<file path="config.mk">
export PLATFORM = sky130hd
export DESIGN_NAME = mc_ctrl
export DESIGN_NICKNAME = d
export VERILOG_FILES = /design/src/rtl/mc_ctrl_pkg.sv /design/src/rtl/mc_step_seq.sv /design/src/rtl/mc_ctrl_decode.sv /design/src/rtl/mc_ctrl.sv
export SDC_FILE = /design/constraint.sdc
export NUM_CORES = 1
export LEC_CHECK = 0
export BUFFER_PORTS_ARGS = -buffer_cell sky130_fd_sc_hd__buf_2
export CORE_AREA = 4 4 41 43
export CTS_CLUSTER_DIAMETER = 100
export DETAILED_ROUTE_END_ITERATION = 8
export DIE_AREA = 0 0 45 47
export GPL_TIMING_DRIVEN = 0
export SETUP_SLACK_MARGIN = 0.4
export SYNTH_ARGS = -nofsm -noshare
export SYNTH_HDL_FRONTEND = slang
export SYNTH_SLANG_ARGS = --single-unit
</file>
<file path="constraint.sdc">
create_clock -name clk -period 1.7 [get_ports clk]
set_input_delay 0.17 -clock clk [delete_from_list [all_inputs] [get_ports clk]]
set_output_delay 0.17 -clock clk [all_outputs]
set_load 0.02 [all_outputs]
</file>
<file path="src/rtl/mc_ctrl_pkg.sv">
package mc_ctrl_pkg;
  localparam int OP_W  = 6;
  localparam int SEL_W = 2;

  localparam logic [OP_W-1:0] OP_RALU  = 6'h00;
  localparam logic [OP_W-1:0] OP_LOAD  = 6'h23;
  localparam logic [OP_W-1:0] OP_STORE = 6'h2B;
  localparam logic [OP_W-1:0] OP_BREQ  = 6'h04;
  localparam logic [OP_W-1:0] OP_JUMP  = 6'h02;

  typedef enum logic [3:0] {
    S_FETCH, S_DECODE, S_ADDR, S_RDMEM, S_WRMEM,
    S_LDBACK, S_REXEC, S_RBACK, S_BRANCH, S_JUMP
  } step_e;

  typedef enum logic [2:0] {
    K_ALU, K_LOAD, K_STORE, K_BRANCH, K_JUMP, K_BAD
  } kind_e;

  typedef struct packed {
    logic             ir_we;
    logic             mem_rd;
    logic             mem_wr;
    logic             addr_sel;
    logic             wb_sel;
    logic             pc_we;
    logic             pc_we_cond;
    logic             dst_sel;
    logic             rf_we;
    logic             alu_a_sel;
    logic [SEL_W-1:0] alu_b_sel;
    logic [SEL_W-1:0] alu_mode;
    logic [SEL_W-1:0] pc_src;
  } ctrl_t;

  function automatic kind_e classify(input logic [OP_W-1:0] op);
    kind_e k;
    case (op)
      OP_RALU:  k = K_ALU;
      OP_LOAD:  k = K_LOAD;
      OP_STORE: k = K_STORE;
      OP_BREQ:  k = K_BRANCH;
      OP_JUMP:  k = K_JUMP;
      default:  k = K_BAD;
    endcase
    return k;
  endfunction

  function automatic logic pc_load(input logic uncond, input logic cond,
                                   input logic zero);
    return uncond | (cond & zero);
  endfunction
endpackage

</file>
<file path="src/rtl/mc_step_seq.sv">
module mc_step_seq
  import mc_ctrl_pkg::*;
(
  input  logic            clk,
  input  logic            rst_n,
  input  logic [OP_W-1:0] opcode,
  output step_e           step,
  output logic            instr_last
);
  step_e nxt;
  kind_e kind;

  assign kind = classify(opcode);

  always_comb begin
    nxt = S_FETCH;
    case (step)
      S_FETCH:  nxt = S_DECODE;
      S_DECODE: begin
        case (kind)
          K_LOAD, K_STORE: nxt = S_ADDR;
          K_ALU:           nxt = S_REXEC;
          K_BRANCH:        nxt = S_BRANCH;
          K_JUMP:          nxt = S_JUMP;
          default:         nxt = S_FETCH;
        endcase
      end
      S_ADDR:   nxt = (kind == K_STORE) ? S_WRMEM : S_RDMEM;
      S_RDMEM:  nxt = S_LDBACK;
      S_REXEC:  nxt = S_RBACK;
      default:  nxt = S_FETCH;
    endcase
  end

  // event wire: the current step is the final one of this instruction
  assign instr_last = (nxt == S_FETCH);

  always_ff @(posedge clk or negedge rst_n) begin
    if (!rst_n) step <= S_FETCH;
    else        step <= nxt;
  end


  fetch_then_decode_chk: assert property (@(posedge clk) disable iff (!rst_n)
    step == S_FETCH |=> step == S_DECODE);

  bad_op_refetch_chk: assert property (@(posedge clk) disable iff (!rst_n)
    (step == S_DECODE && kind == K_BAD) |=> step == S_FETCH);

  load_writeback_chk: assert property (@(posedge clk) disable iff (!rst_n)
    step == S_RDMEM |=> step == S_LDBACK);
endmodule

</file>
<file path="src/rtl/mc_ctrl_decode.sv">
module mc_ctrl_decode
  import mc_ctrl_pkg::*;
(
  input  step_e step,
  output ctrl_t ctl
);
  always_comb begin
    ctl = '0;
    case (step)
      S_FETCH: begin
        ctl.ir_we     = 1'b1;
        ctl.mem_rd    = 1'b1;
        ctl.pc_we     = 1'b1;
        ctl.alu_b_sel = 2'b01;
      end
      S_DECODE: ctl.alu_b_sel = 2'b11;
      S_ADDR: begin
        ctl.alu_a_sel = 1'b1;
        ctl.alu_b_sel = 2'b10;
      end
      S_RDMEM: begin
        ctl.mem_rd   = 1'b1;
        ctl.addr_sel = 1'b1;
      end
      S_WRMEM: begin
        ctl.mem_wr   = 1'b1;
        ctl.addr_sel = 1'b1;
      end
      S_LDBACK: begin
        ctl.rf_we  = 1'b1;
        ctl.wb_sel = 1'b1;
      end
      S_REXEC: begin
        ctl.alu_a_sel = 1'b1;
        ctl.alu_mode  = 2'b10;
      end
      S_RBACK: begin
        ctl.rf_we   = 1'b1;
        ctl.dst_sel = 1'b1;
      end
      S_BRANCH: begin
        ctl.pc_we_cond = 1'b1;
        ctl.alu_a_sel  = 1'b1;
        ctl.alu_mode   = 2'b01;
        ctl.pc_src     = 2'b01;
      end
      S_JUMP: begin
        ctl.pc_we  = 1'b1;
        ctl.pc_src = 2'b10;
      end
      default: ctl = '0;
    endcase
  end
endmodule

</file>
<file path="src/rtl/mc_ctrl.sv">
module mc_ctrl
  import mc_ctrl_pkg::*;
(
  input  logic             clk,
  input  logic             rst_n,
  input  logic [OP_W-1:0]  opcode,
  input  logic             alu_zero,
  output logic             ir_we,
  output logic             mem_rd,
  output logic             mem_wr,
  output logic             addr_sel,
  output logic             wb_sel,
  output logic             pc_we,
  output logic             pc_we_cond,
  output logic             pc_en,
  output logic             dst_sel,
  output logic             rf_we,
  output logic             alu_a_sel,
  output logic [SEL_W-1:0] alu_b_sel,
  output logic [SEL_W-1:0] alu_mode,
  output logic [SEL_W-1:0] pc_src
);
  step_e step;
  logic  instr_last;
  ctrl_t ctl;

  mc_step_seq u_seq (
    .clk(clk), .rst_n(rst_n), .opcode(opcode),
    .step(step), .instr_last(instr_last)
  );

  mc_ctrl_decode u_dec (.step(step), .ctl(ctl));

  assign ir_we      = ctl.ir_we;
  assign mem_rd     = ctl.mem_rd;
  assign mem_wr     = ctl.mem_wr;
  assign addr_sel   = ctl.addr_sel;
  assign wb_sel     = ctl.wb_sel;
  assign pc_we      = ctl.pc_we;
  assign pc_we_cond = ctl.pc_we_cond;
  assign dst_sel    = ctl.dst_sel;
  assign rf_we      = ctl.rf_we;
  assign alu_a_sel  = ctl.alu_a_sel;
  assign alu_b_sel  = ctl.alu_b_sel;
  assign alu_mode   = ctl.alu_mode;
  assign pc_src     = ctl.pc_src;
  assign pc_en      = pc_load(ctl.pc_we, ctl.pc_we_cond, alu_zero);


  one_mem_access_chk: assert property (@(posedge clk) disable iff (!rst_n)
    !(mem_rd && mem_wr));

  ir_load_from_pc_chk: assert property (@(posedge clk) disable iff (!rst_n)
    ir_we |-> (mem_rd && !addr_sel));

  store_addr_latch_chk: assert property (@(posedge clk) disable iff (!rst_n)
    mem_wr |-> addr_sel);

  regwrite_ends_instr_chk: assert property (@(posedge clk) disable iff (!rst_n)
    rf_we |-> instr_last);

  branch_refetch_chk: assert property (@(posedge clk) disable iff (!rst_n)
    pc_we_cond |=> ir_we);

  jump_refetch_chk: assert property (@(posedge clk) disable iff (!rst_n)
    (pc_we && !ir_we) |=> ir_we);
endmodule

</file>
## Yosys cells after proc, flatten, opt, wreduce, memory -nomap -nowiden

Index checks and enable logic that the tools add are counted.
Widths: inputs -> output; s select.

| operators by class | value |
|---|---|
| equality and inequality tests | 17 |
| muxes and demuxes | 17 |
| bitwise operators | 2 |
| reductions and logical operators | 9 |

Operator list:

| operator | number |
|---|---|
| $pmux 4 s5 | 1 |
| $eq 4x3->1 const B | 4 |
| $pmux 4 s4 | 1 |
| $pmux 3 s5 | 1 |
| $eq 6x6->1 const B | 2 |
| $mux 1 | 10 |
| $reduce_or 2->1 | 5 |
| $eq 4x2->1 const B | 2 |
| $eq 4x4->1 const B | 2 |
| $pmux 2 s2 | 2 |
| $eq 3x2->1 const B | 2 |
| $eq 6x2->1 const B | 1 |
| $eq 6x3->1 const B | 1 |
| $logic_not 6->1 | 1 |
| $pmux 2 s3 | 1 |
| $eq 4x1->1 const B | 1 |
| $logic_not 4->1 | 1 |
| $eq 3x1->1 const B | 1 |
| $eq 3x3->1 const B | 1 |
| $logic_not 3->1 | 1 |
| $mux 3 | 1 |
| $reduce_or 3->1 | 1 |
| $and 1x1->1 | 1 |
| $or 1x1->1 | 1 |

| word-level totals | value |
|---|---|
| register bits | 4 |
| input port bits | 9 |
| output and inout bits | 17 |
| word-level logic and storage cells | 46 |

## Longest topological paths before layout

Gate-level depths: netlist (run 1).

| logic depth | value |
|---|---|
| depth after elaboration | 6 |
| depth in mapped cells | 4 |

## Modules after synthesis

From an unflattened synthesis (run 1), not the netlist that was laid out.

| unflattened totals | value |
|---|---|
| cells, all modules | 53 |
| area total of the unflattened synthesis | 520.5 um^2 |

Modules (own cells, without submodules):

| module | times used | cells an instance | area an instance (um^2) | sequential area each (um^2) |
|---|---|---|---|---|
| mc_step_seq | 1 | 27 | 274.0 | 100.1 |
| mc_ctrl_decode | 1 | 25 | 239.0 | 0.0 |
| mc_ctrl | 1 | 1 | 7.5 | 0.0 |

## Worst setup path before layout (run 1)

Ideal clock, no wire load.

| timing path | value |
|---|---|
| path kind | reg-to-output |
| start | register u_seq.step[2] |
| end | output port pc_en |
| arrival time | 1.495 ns |
| data required time | 1.530 ns |
| path slack | 0.035 ns |
| stages on the path, launching flop included | 4 |
| cells stage by stage | dfrtp_1 clkbuf_1 nor4b_2 a21o_1 |

| on the way | value |
|---|---|
| longest elaborated chain between the ends | 4 |
| elaborated cells on any way between the ends | 8 |

RTL lines:

| what | RTL line | text |
|---|---|---|
| start: declaration | mc_step_seq.sv:7 | `output step_e step,` |
| start signal: assignment | mc_step_seq.sv:40 | `else step <= nxt;` |
| $eq 4x4->1 | mc_ctrl_decode.sv:9 | `case (step)` |
| $mux 1 | mc_ctrl_decode.sv:9 |  |
| via pc_we_cond | mc_ctrl.sv:14 | `output logic pc_we_cond,` |
| $and 1x1->1 | mc_ctrl_pkg.sv:51 | `return uncond \| (cond & zero);` |
| $or 1x1->1 | mc_ctrl_pkg.sv:51 |  |
| end: declaration | mc_ctrl.sv:15 | `output logic pc_en,` |

The timed path passes the listed nets, and every way through them passes these cells.

## Worst setup path after layout (run 1)

| timing path | value |
|---|---|
| start | register u_seq.step[2] |
| end | output port ir_we |

| on the way | value |
|---|---|
| longest elaborated chain between the ends | 2 |

RTL lines:

| what | RTL line | text |
|---|---|---|
| $logic_not 4->1 | mc_ctrl_decode.sv:9 |  |
| $mux 1 | mc_ctrl_decode.sv:9 |  |
| end: declaration | mc_ctrl.sv:8 | `output logic ir_we,` |

Every way passes these cells.

==> summary.txt, run 1 <==
Floorplanning
  – Chip height: 47 um
  – Initial core utilization: 0.331
  – Die width: 45 um
  – Number of I/O pins: 26
  – Core Box Area: 1300 um^2
  – Rows: 13
  – Die ar.: 2120 um^2

Placed design
  – IO buf count: 25
  – GPL Wtd Cong: 0.774
  – Placed insts: 97
  – DP HPWL: 935 um

Timing
  – Max-slew violation count: 0
  – Peak Freq: 636 MHz
  – Hold_ws: 253 ps
  – Final setup viols: 0
  – Clock Skew: 2.99 ps
  – Final worst-path cycle share: 0.924
  – Min cycle time layout: 1570 ps
  – Worst Tran Pin Value: 422 ps
  – Fin Setup TNS: 0 ps
  – Slew margin rel.: 0.711
  – Hold Vio Cnt, Final: 0
  – RSZ-0062 raised after global routing: yes

Setup path
  – CP Cell Sequence: buf_8 -> or2_4 -> nor3_4 -> buf_6
  – CP peak stage delay: 390 ps
  – FF-to-FF Start: u_seq.step[3]
  – Crit-path slowest cell: dfrtp_1
  – Setup crit end kind: primary output
  – CP required: 1530 ps
  – Setup CP Type: flop to primary output
  – Crit path max fanout: 5
  – CP Data Arrival Time: 1400 ps
  – Worst R2R Path Depth: 4
  – R2R Path End: u_seq.step[1]
  – Worst reg-to-reg setup slack: 190 ps
  – Startpoint Class: flop

Final layout
  – NumNets Final: 112
  – Fill cell count: 84
  – Reg area: 101 um^2
  – Multi-input logic area: 448 um^2
  – Final Core Density: 0.778
  – Synthesis-to-layout area growth: 135%
  – Share of cells above drive strength 1: 0.703
  – Largest regs: u_seq.step x4
  – Most flop-heavy register: u_seq.step
  – Max reg flops: 4
  – Diodes inserted: 0
  – Non-Filler Instances: 116

Clocking
  – Clock Latency Late Sink: 240 ps
  – Clock sinks: 4
  – CTS tree: done
  – CTS Buffer Depth: 2
  – CTS H-Tree Depth: 1
  – CTS Buf Count: 3
  – CTS root buffer: clkbuf_4
  – Clock slew at reported path FFs: 40 ps

Detailed routing
  – Routed Antenna Nets: 0
  – WL final: 1660 um
  – Per-cell routed wire length: 14.3 um
  – DRT iter0 DRCs: 9
  – DR vias: 629
  – 1st-pass router iterations: 6
  – DR DRC count: 0
  – Vias per inst: 5.42

Power
  – Pint: 0.673 mW
  – Combinational share of power: 0.793
  – Leakage dissipation: 0.429 nW
  – Net switching power: 0.521 mW
  – Clock power frac: 0.099
  – Sw Share: 0.437
  – Sequential Power Share: 0.109
  – Peak VDD IR: 0.595 mV
  – Pwr/cell area: 1180 nW/um^2

Yosys
  – Cell count after synthesis: 57
  – Synth top area cells: dfrtp_1 23%, nor3_1 7.0%, nor2_1 7.0%
  – Top FF cell, synth: dfrtp_1
  – Register bit total from synthesis: 4
  – Netlist Area Pre-Place: 430 um^2
  – Yosys warns: 0
  – Number of enable flip-flop cells after synthesis: 0
  – Yosys top cell area share: 0.233
  – Synthesized area per cell: 7.55 um^2
  – Post-synthesis sequential area ratio: 0.233
  – Netlist cell types: 33
  – Cell taking the most area after synthesis: dfrtp_1
  – Syn Nets: 66
  – Synth async-reset ratio: 1.00

Global route
  – Antenna violations before repair: 0
  – GRT Total Usage: 0.180
  – Vias in the first global route: 578
  – First-pass GRT wire length: 2640 um
  – Congestion Overflow GR: 0
  – Pin count of the biggest net entering global routing: 11

Job
  – MaxCap Viol Count: 0

Status
  – Outcome: finished, final reports clean

Min path
  – Hold Crit Class: input pin to asynchronous set/reset pin
## metal layers
layer,GRT usage,up-vias,part of all wire
li1,-,305,-
met5,0,-,0
met4,0.123,0,0.025
met3,0.0460,5,0.080
met2,0.299,31,0.53
met1,0.202,288,0.37
## layout make-up
cell class	instances	area share
clock buffers	3	0.0222
flip-flops and latches	4	0.100
repair buffers	41	0.351
multi-input cells	47	0.443
well taps	15	0.0185
plain buffers	5	0.0593
inverters	1	0.00618
## power by group through the flow
stage | sequential (mW) | clock (mW) | combinational (mW)
after global routing | 0.130 | 0.138 | 1.00
after CTS | 0.127 | 0.123 | 0.789
final | 0.130 | 0.118 | 0.947
after floorplan | 0.127 | 0 | 0.396
after global placement | 0.129 | 0 | 0.534
after detailed placement | 0.130 | 0 | 0.534
## how the worst max path moves through the flow
stage / from / endpoint / slack [ps]
6_report: u_seq.step[2] / ir_we / 130
5_1_grt: u_seq.step[2] / pc_en / 60
4_1_cts: u_seq.step[2] / mem_rd / 140
3_5_place_dp: u_seq.step[2] / mem_rd / 250
3_3_place_gp: u_seq.step[3] / mem_rd / 240
2_1_floorplan: u_seq.step[0] / pc_en / 310
## kinds of logic after synthesis
logic type | share of synthesized area
and+or+nand+nor | 0.456
AOI/OAI and AO/OA | 0.160
buffers and inverters | 0.0669
DFF | 0.233
xor gates and xnor gates | 0.0611
muxes | 0.0233
## timing repair
item	4_1_cts	5_1_grt
cloned	0	0
gates resized for setup	35	23
buffers inserted	14	1
pin swaps	7	7
hold buffers	1	0
endpoints found under the hold margin	4	0
endpoints found under the setup margin	19	21
## through the flow
stage | worst slack [ps] | total power [mW] | cell area (um^2)
floorplan | 310 | 0.524 | 499
global placement | 241 | 0.663 | 643
detailed placement | 245 | 0.663 | 643
CTS | 142 | 1.04 | 911
global route | 59.3 | 1.27 | 1010
finish | 129 | 1.19 | 1010
## worst max-delay path: cells and delay by family (launching register included)
family	cells	cell delay, ps
flip-flops	1	390
buffers and inverters	2	280
AND/OR/NAND/NOR	2	490
## cells in the final DEF, fill, tap and decap left out, types with 2 or more instances in the layout
master     n
nand2b_4   2
nor3_4     3
nand3b_1   2
buf_2      8
buf_6     16
buf_4     18
nor3_1     3
clkbuf_4   3
buf_8      2
nor2_4     3
or4_1      2
dfrtp_1    3
nor4b_4    2
a21oi_2    2
nor2_1     5
## Yosys cell counts, drive strengths merged (2+ instances only)
cell type,instances
nor2,8
nor3,6
dfrtp,4
buf,3
nand2b,3
or4,3
a21oi,2
clkbuf,2
nand3b,2
nor4b,2
xnor2,2
Note: power is estimated with default switching activity, not from simulation.
==> inputs of run 2 (changes only) <==
Settings changed: BUFFER_PORTS_ARGS -buffer_cell sky130_fd_sc_hd__buf_2 to -buffer_cell sky130_fd_sc_hd__buf_4, PLACE_DENSITY set to 0.6, SLEW_MARGIN set to 0.
==> run 2 against run 1 <==
Against the previous run:
- clock-buffer cell count is the same
- global-route usage is 1.6 points lower
- combinational power rose by 8%
- clock skew grew 3.7 ps
- via count grew 1.6%
- setup slack worse by 50 ps
- clock power about the same
- register-to-register slack barely moved
- die area unchanged
- routed wire length rose by 20%
- sequential power rose by 4%
- critical path type unchanged
- largest cell class unchanged
- largest power group unchanged
==> summary.txt, run 2 (synthesis results as in run 1) <==
Floorplanning
  – Number of I/O pins: 26
  – Die width: 45 um
  – Rows: 13
  – Chip height: 47 um
  – Initial core utilization: 0.331
  – Die ar.: 2120 um^2
  – Core Box Area: 1300 um^2

Final layout
  – Most flop-heavy register: u_seq.step
  – Diodes inserted: 0
  – Share of cells above drive strength 1: 0.757
  – Synthesis-to-layout area growth: 157%
  – NumNets Final: 114
  – Max reg flops: 4
  – Largest regs: u_seq.step x4
  – Commonest non-fill, non-tap cells in the layout: 24 x buf_4, 18 x buf_6, 4 x nor2_1
  – Final Core Density: 0.851
  – Commonest non-fill, non-tap cell in the layout: buf_4
  – Fill cell count: 69

Power
  – Pwr/cell area: 1150 nW/um^2
  – Sequential Power Share: 0.106
  – Pint: 0.718 mW
  – Net switching power: 0.553 mW
  – Peak VDD IR: 0.729 mV
  – Combinational share of power: 0.802
  – Pwr Total: 1.27 mW
  – Leakage dissipation: 0.466 nW
  – Clock power frac: 0.091
  – Sw Share: 0.435

Detailed routing
  – WL final: 2000 um
  – DRT iter0 DRCs: 10
  – 1st-pass router iterations: 2
  – Routed Antenna Nets: 0
  – Vias per inst: 5.42
  – DR DRC count: 0
  – Per-cell routed wire length: 16.9 um
  – DR vias: 639

Clocking
  – Clock Latency Late Sink: 240 ps
  – Clock slew at reported path FFs: 40 ps
  – CTS tree: done
  – CTS Buffer Depth: 2
  – CTS H-Tree Depth: 1
  – Clock sinks: 4
  – CTS Buf Count: 3
  – CTS root buffer: clkbuf_4

Setup path
  – FF-to-FF Start: u_seq.step[3]
  – Crit path max fanout: 5
  – CP Data Arrival Time: 1450 ps
  – Startpoint Class: flop
  – Setup CP Type: flop to primary output
  – Setup crit end kind: primary output
  – Worst R2R Path Depth: 4
  – R2R Path End: u_seq.step[1]
  – CP required: 1530 ps
  – Worst reg-to-reg setup slack: 200 ps

Global route
  – First-pass GRT wire length: 2540 um
  – Pin count of the biggest net entering global routing: 11
  – Vias in the first global route: 595
  – Congestion Overflow GR: 0
  – Antenna violations before repair: 0
  – GRT Total Usage: 0.164

Min path
  – Hold Crit Class: input pin to asynchronous set/reset pin

Timing
  – Min cycle time layout: 1620 ps
  – Peak Freq: 617 MHz
  – Hold Vio Cnt, Final: 0
  – Worst Tran Pin Value: 325 ps
  – Hold_ws: 272 ps
  – Max-slew violation count: 0
  – Slew margin rel.: 0.782
  – Final worst-path cycle share: 0.954
  – Fin Setup TNS: 0 ps
  – Final setup viols: 0
  – Clock Skew: 6.66 ps
  – RSZ-0062 raised after global routing: yes
  – Final setup margin: 78.5 ps

Placed design
  – GPL Wtd Cong: 0.724
  – DP HPWL: 1040 um
  – Pre-CTS WS: 248 ps
  – IO buf count: 25

Status
  – Outcome: finished, final reports clean

Job
  – MaxCap Viol Count: 0
## run 2: changes by cell type in the layout (fill, tap and decap cells not counted), sizes merged
cell,previous run,this run
buf,45,46
clkbuf,3,4
## run 2: cell type report
type | count | area [um^2] | area share
Tap cell | 15 | 18.8 | 0.0169
Timing Repair Buffer | 43 | 408 | 0.368
Multi-Input combinational cell | 47 | 487 | 0.440
Clock buffer | 3 | 22.5 | 0.0203
Inverter | 1 | 6.26 | 0.00565
Sequential cell | 4 | 101 | 0.0915
Buffer | 5 | 63.8 | 0.0576
## run 2: what timing repair did
action / 4_1_cts / 5_1_grt
pin swaps: 10 / 12
gates cloned: 1 / 0
endpoints found under the setup margin: 20 / 21
buffers inserted: 10 / 6
resized for setup: 25 / 28
hold buffers: 1 / 0
hold endpoints to repair: 4 / 0
## run 2: metal layers
| metal | share of wire | global-route usage | routed length [um] | vias up |
|---|---|---|---|---|
| met2 | 0.51 | 0.280 | 1030 | 32 |
| met1 | 0.37 | 0.181 | 747 | 298 |
| li1 | - | - | - | 303 |
| met4 | 0.028 | 0.0819 | 56 | 0 |
| met3 | 0.082 | 0.0575 | 164 | 6 |
| met5 | 0 | 0 | 0 | - |
## run 2: power groups by stage
stage	logic (mW)	clock network (mW)	registers, mW
final	1.02	0.116	0.135
after global routing	1.07	0.132	0.137
after CTS	0.773	0.122	0.129
after detailed placement	0.596	0	0.130
after global placement	0.594	0	0.129
after floorplan	0.396	0	0.127
## run 2: metrics by stage
stage,area (um^2),cells
2_1_floorplan,499,57
3_3_place_gp,706,97
3_5_place_dp,706,97
4_1_cts,925,112
5_1_grt,1110,118
6_report,1110,118
## run 2: worst max-delay path by stage
stage	startpoint	to	slack (ps)	cells after the start
CTS	u_seq.step[2]	mem_rd	130	4
global route	u_seq.step[2]	addr_sel	40	5
floorplan	u_seq.step[0]	pc_en	310	3
finish	u_seq.step[2]	addr_sel	80	5
global placement	u_seq.step[3]	mem_rd	260	4
detailed placement	u_seq.step[1]	u_seq.step[0]	250	3
## run 2: worst max-delay path, stage by stage, from the launching register on
cell and delay [ps]:
dfrtp_1 400, buf_8 150, buf_6 120, nand3b_1 190
a21oi_2 210, buf_6 140
==> inputs of run 3 (changes only) <==
Settings changed: CTS_BUF_LIST set to sky130_fd_sc_hd__clkbuf_8.
Clock period 1.7 ns to 1.94 ns, I/O delays scaled along.
==> run 3 against run 2 <==
Against the previous run:
- clock-buffer cell count did not move
- die area did not move
- sequential cell count did not move
- clock power rose by 49%
==> summary.txt, run 3 (synthesis results as in run 1) <==
Global route
  – Congestion Overflow GR: 0
  – GRT Total Usage: 0.141
  – Vias in the first global route: 488
  – Antenna violations before repair: 0
  – First-pass GRT wire length: 2170 um
  – Pin count of the biggest net entering global routing: 11

Floorplanning
  – Rows: 13
  – Die ar.: 2120 um^2
  – Die width: 45 um
  – Chip height: 47 um
  – Core Box Area: 1300 um^2
  – Initial core utilization: 0.331
  – Number of I/O pins: 26

Detailed routing
  – DRT iter0 DRCs: 7
  – DR vias: 603
  – Vias per inst: 5.43
  – WL final: 1500 um
  – Routed Antenna Nets: 0
  – 1st-pass router iterations: 4
  – DR DRC count: 0
  – Per-cell routed wire length: 13.5 um

Setup path
  – Crit path max fanout: 7
  – Setup CP Type: flop to primary output
  – Startpoint Class: flop
  – Setup crit end kind: primary output
  – CP required: 1750 ps
  – CP Data Arrival Time: 1390 ps

Power
  – Sw Share: 0.418
  – Sequential Power Share: 0.122
  – Combinational share of power: 0.693
  – Pwr/cell area: 1050 nW/um^2
  – Clock power frac: 0.185
  – Pint: 0.543 mW
  – Leakage dissipation: 0.393 nW
  – Net switching power: 0.391 mW
  – Peak VDD IR: 0.637 mV

Placed design
  – DP HPWL: 1020 um
  – IO buf count: 25
  – GPL Wtd Cong: 0.792
  – Placed insts: 97

Final layout
  – Largest regs: u_seq.step x4
  – Share of cells above drive strength 1: 0.583
  – Commonest non-fill, non-tap cell in the layout: buf_4
  – Diodes inserted: 0
  – Commonest non-fill, non-tap cells in the layout: 32 x buf_4, 6 x buf_6, 6 x nor2_1, 4 x nor3_1
  – Non-Filler Instances: 111
  – NumNets Final: 107
  – Most flop-heavy register: u_seq.step
  – Synthesis-to-layout area growth: 106%
  – Max reg flops: 4

Min path
  – Hold Crit Class: input pin to flop

Clocking
  – CTS Buf Count: 3
  – CTS tree: done
  – Clock slew at reported path FFs: 30 ps
  – Clock sinks: 4
  – CTS root buffer: clkbuf_8
  – CTS H-Tree Depth: 1
  – CTS Buffer Depth: 2
  – Clock Latency Late Sink: 220 ps

Timing
  – Peak Freq: 632 MHz
  – Fin Setup TNS: 0 ps
  – Max-slew violation count: 0
  – Hold Vio Cnt, Final: 0
  – Final setup viols: 0
  – Worst Tran Pin Value: 448 ps
  – Final worst-path cycle share: 0.816
  – Min cycle time layout: 1580 ps
  – RSZ-0062 raised after global routing: yes
  – Clock Skew: 1.70 ps
  – Slew margin rel.: 0.694

Job
  – MaxCap Viol Count: 0

Status
  – Outcome: finished, final reports clean
## run 3: through the flow
stage	cell area, um^2	hold slack, ps	utilization	power [mW]	worst slack (ps)
2_1_floorplan	450	-102	-	0.407	380
3_3_place_gp	657	-10.5	0.505	0.579	320
3_5_place_dp	657	-8.62	0.505	0.582	303
4_1_cts	795	275	0.611	0.856	349
5_1_grt	888	282	0.683	1.00	327
6_report	888	281	0.683	0.934	358
## run 3: power by group through the flow
stage                     sequential [mW]  combinational (mW)  clock [mW]
after floorplan                     0.108               0.299           0
after global placement              0.109               0.469           0
after detailed placement            0.110               0.472           0
after CTS                           0.114               0.563       0.179
after global routing                0.117               0.693       0.193
final                               0.114               0.647       0.173
## run 3: per-layer routing
layer	wire [um]	GRT usage
met3	158	0.0383
met1	578	0.177
met5	0	0
met2	755	0.240
met4	8	0.0351
## run 3: layout make-up
cell class / instances / area [um^2]
repair buffers: 36 / 300
well taps: 15 / 18.8
clock buffers: 3 / 41.3
plain buffers: 5 / 52.6
multi-input cells: 47 / 365
fillers: 111 / 413
flip-flops and latches: 4 / 101
inverters: 1 / 8.76
## run 3: repair_timing
item	in CTS	in global routing
pin swaps	3	4
setup buffers	5	5
hold buffers	1	0
setup endpoints to repair	11	11
hold endpoints to repair	4	0
gates resized for setup	12	17
## run 3: final timing paths
kind / start / endpoint / slack (ps) / depth (start not counted)
worst min-delay path: opcode[2] / u_seq.step[3] / 280 / 3
max in group asynchronous: rst_n / u_seq.step[1] / 1520 / 2
min in group asynchronous: rst_n / u_seq.step[0] / 310 / 2
worst min register to register: u_seq.step[0] / u_seq.step[1] / 710 / 2
worst max register to register: u_seq.step[2] / u_seq.step[1] / 410 / 4
worst max-delay path: u_seq.step[3] / mem_rd / 360 / 4
## run 3: worst max-delay path: stages, from the launching register on
cell and delay (ps):
dfrtp_1 390, buf_6 150, or2_4 280, and3b_1 220
buf_4 140
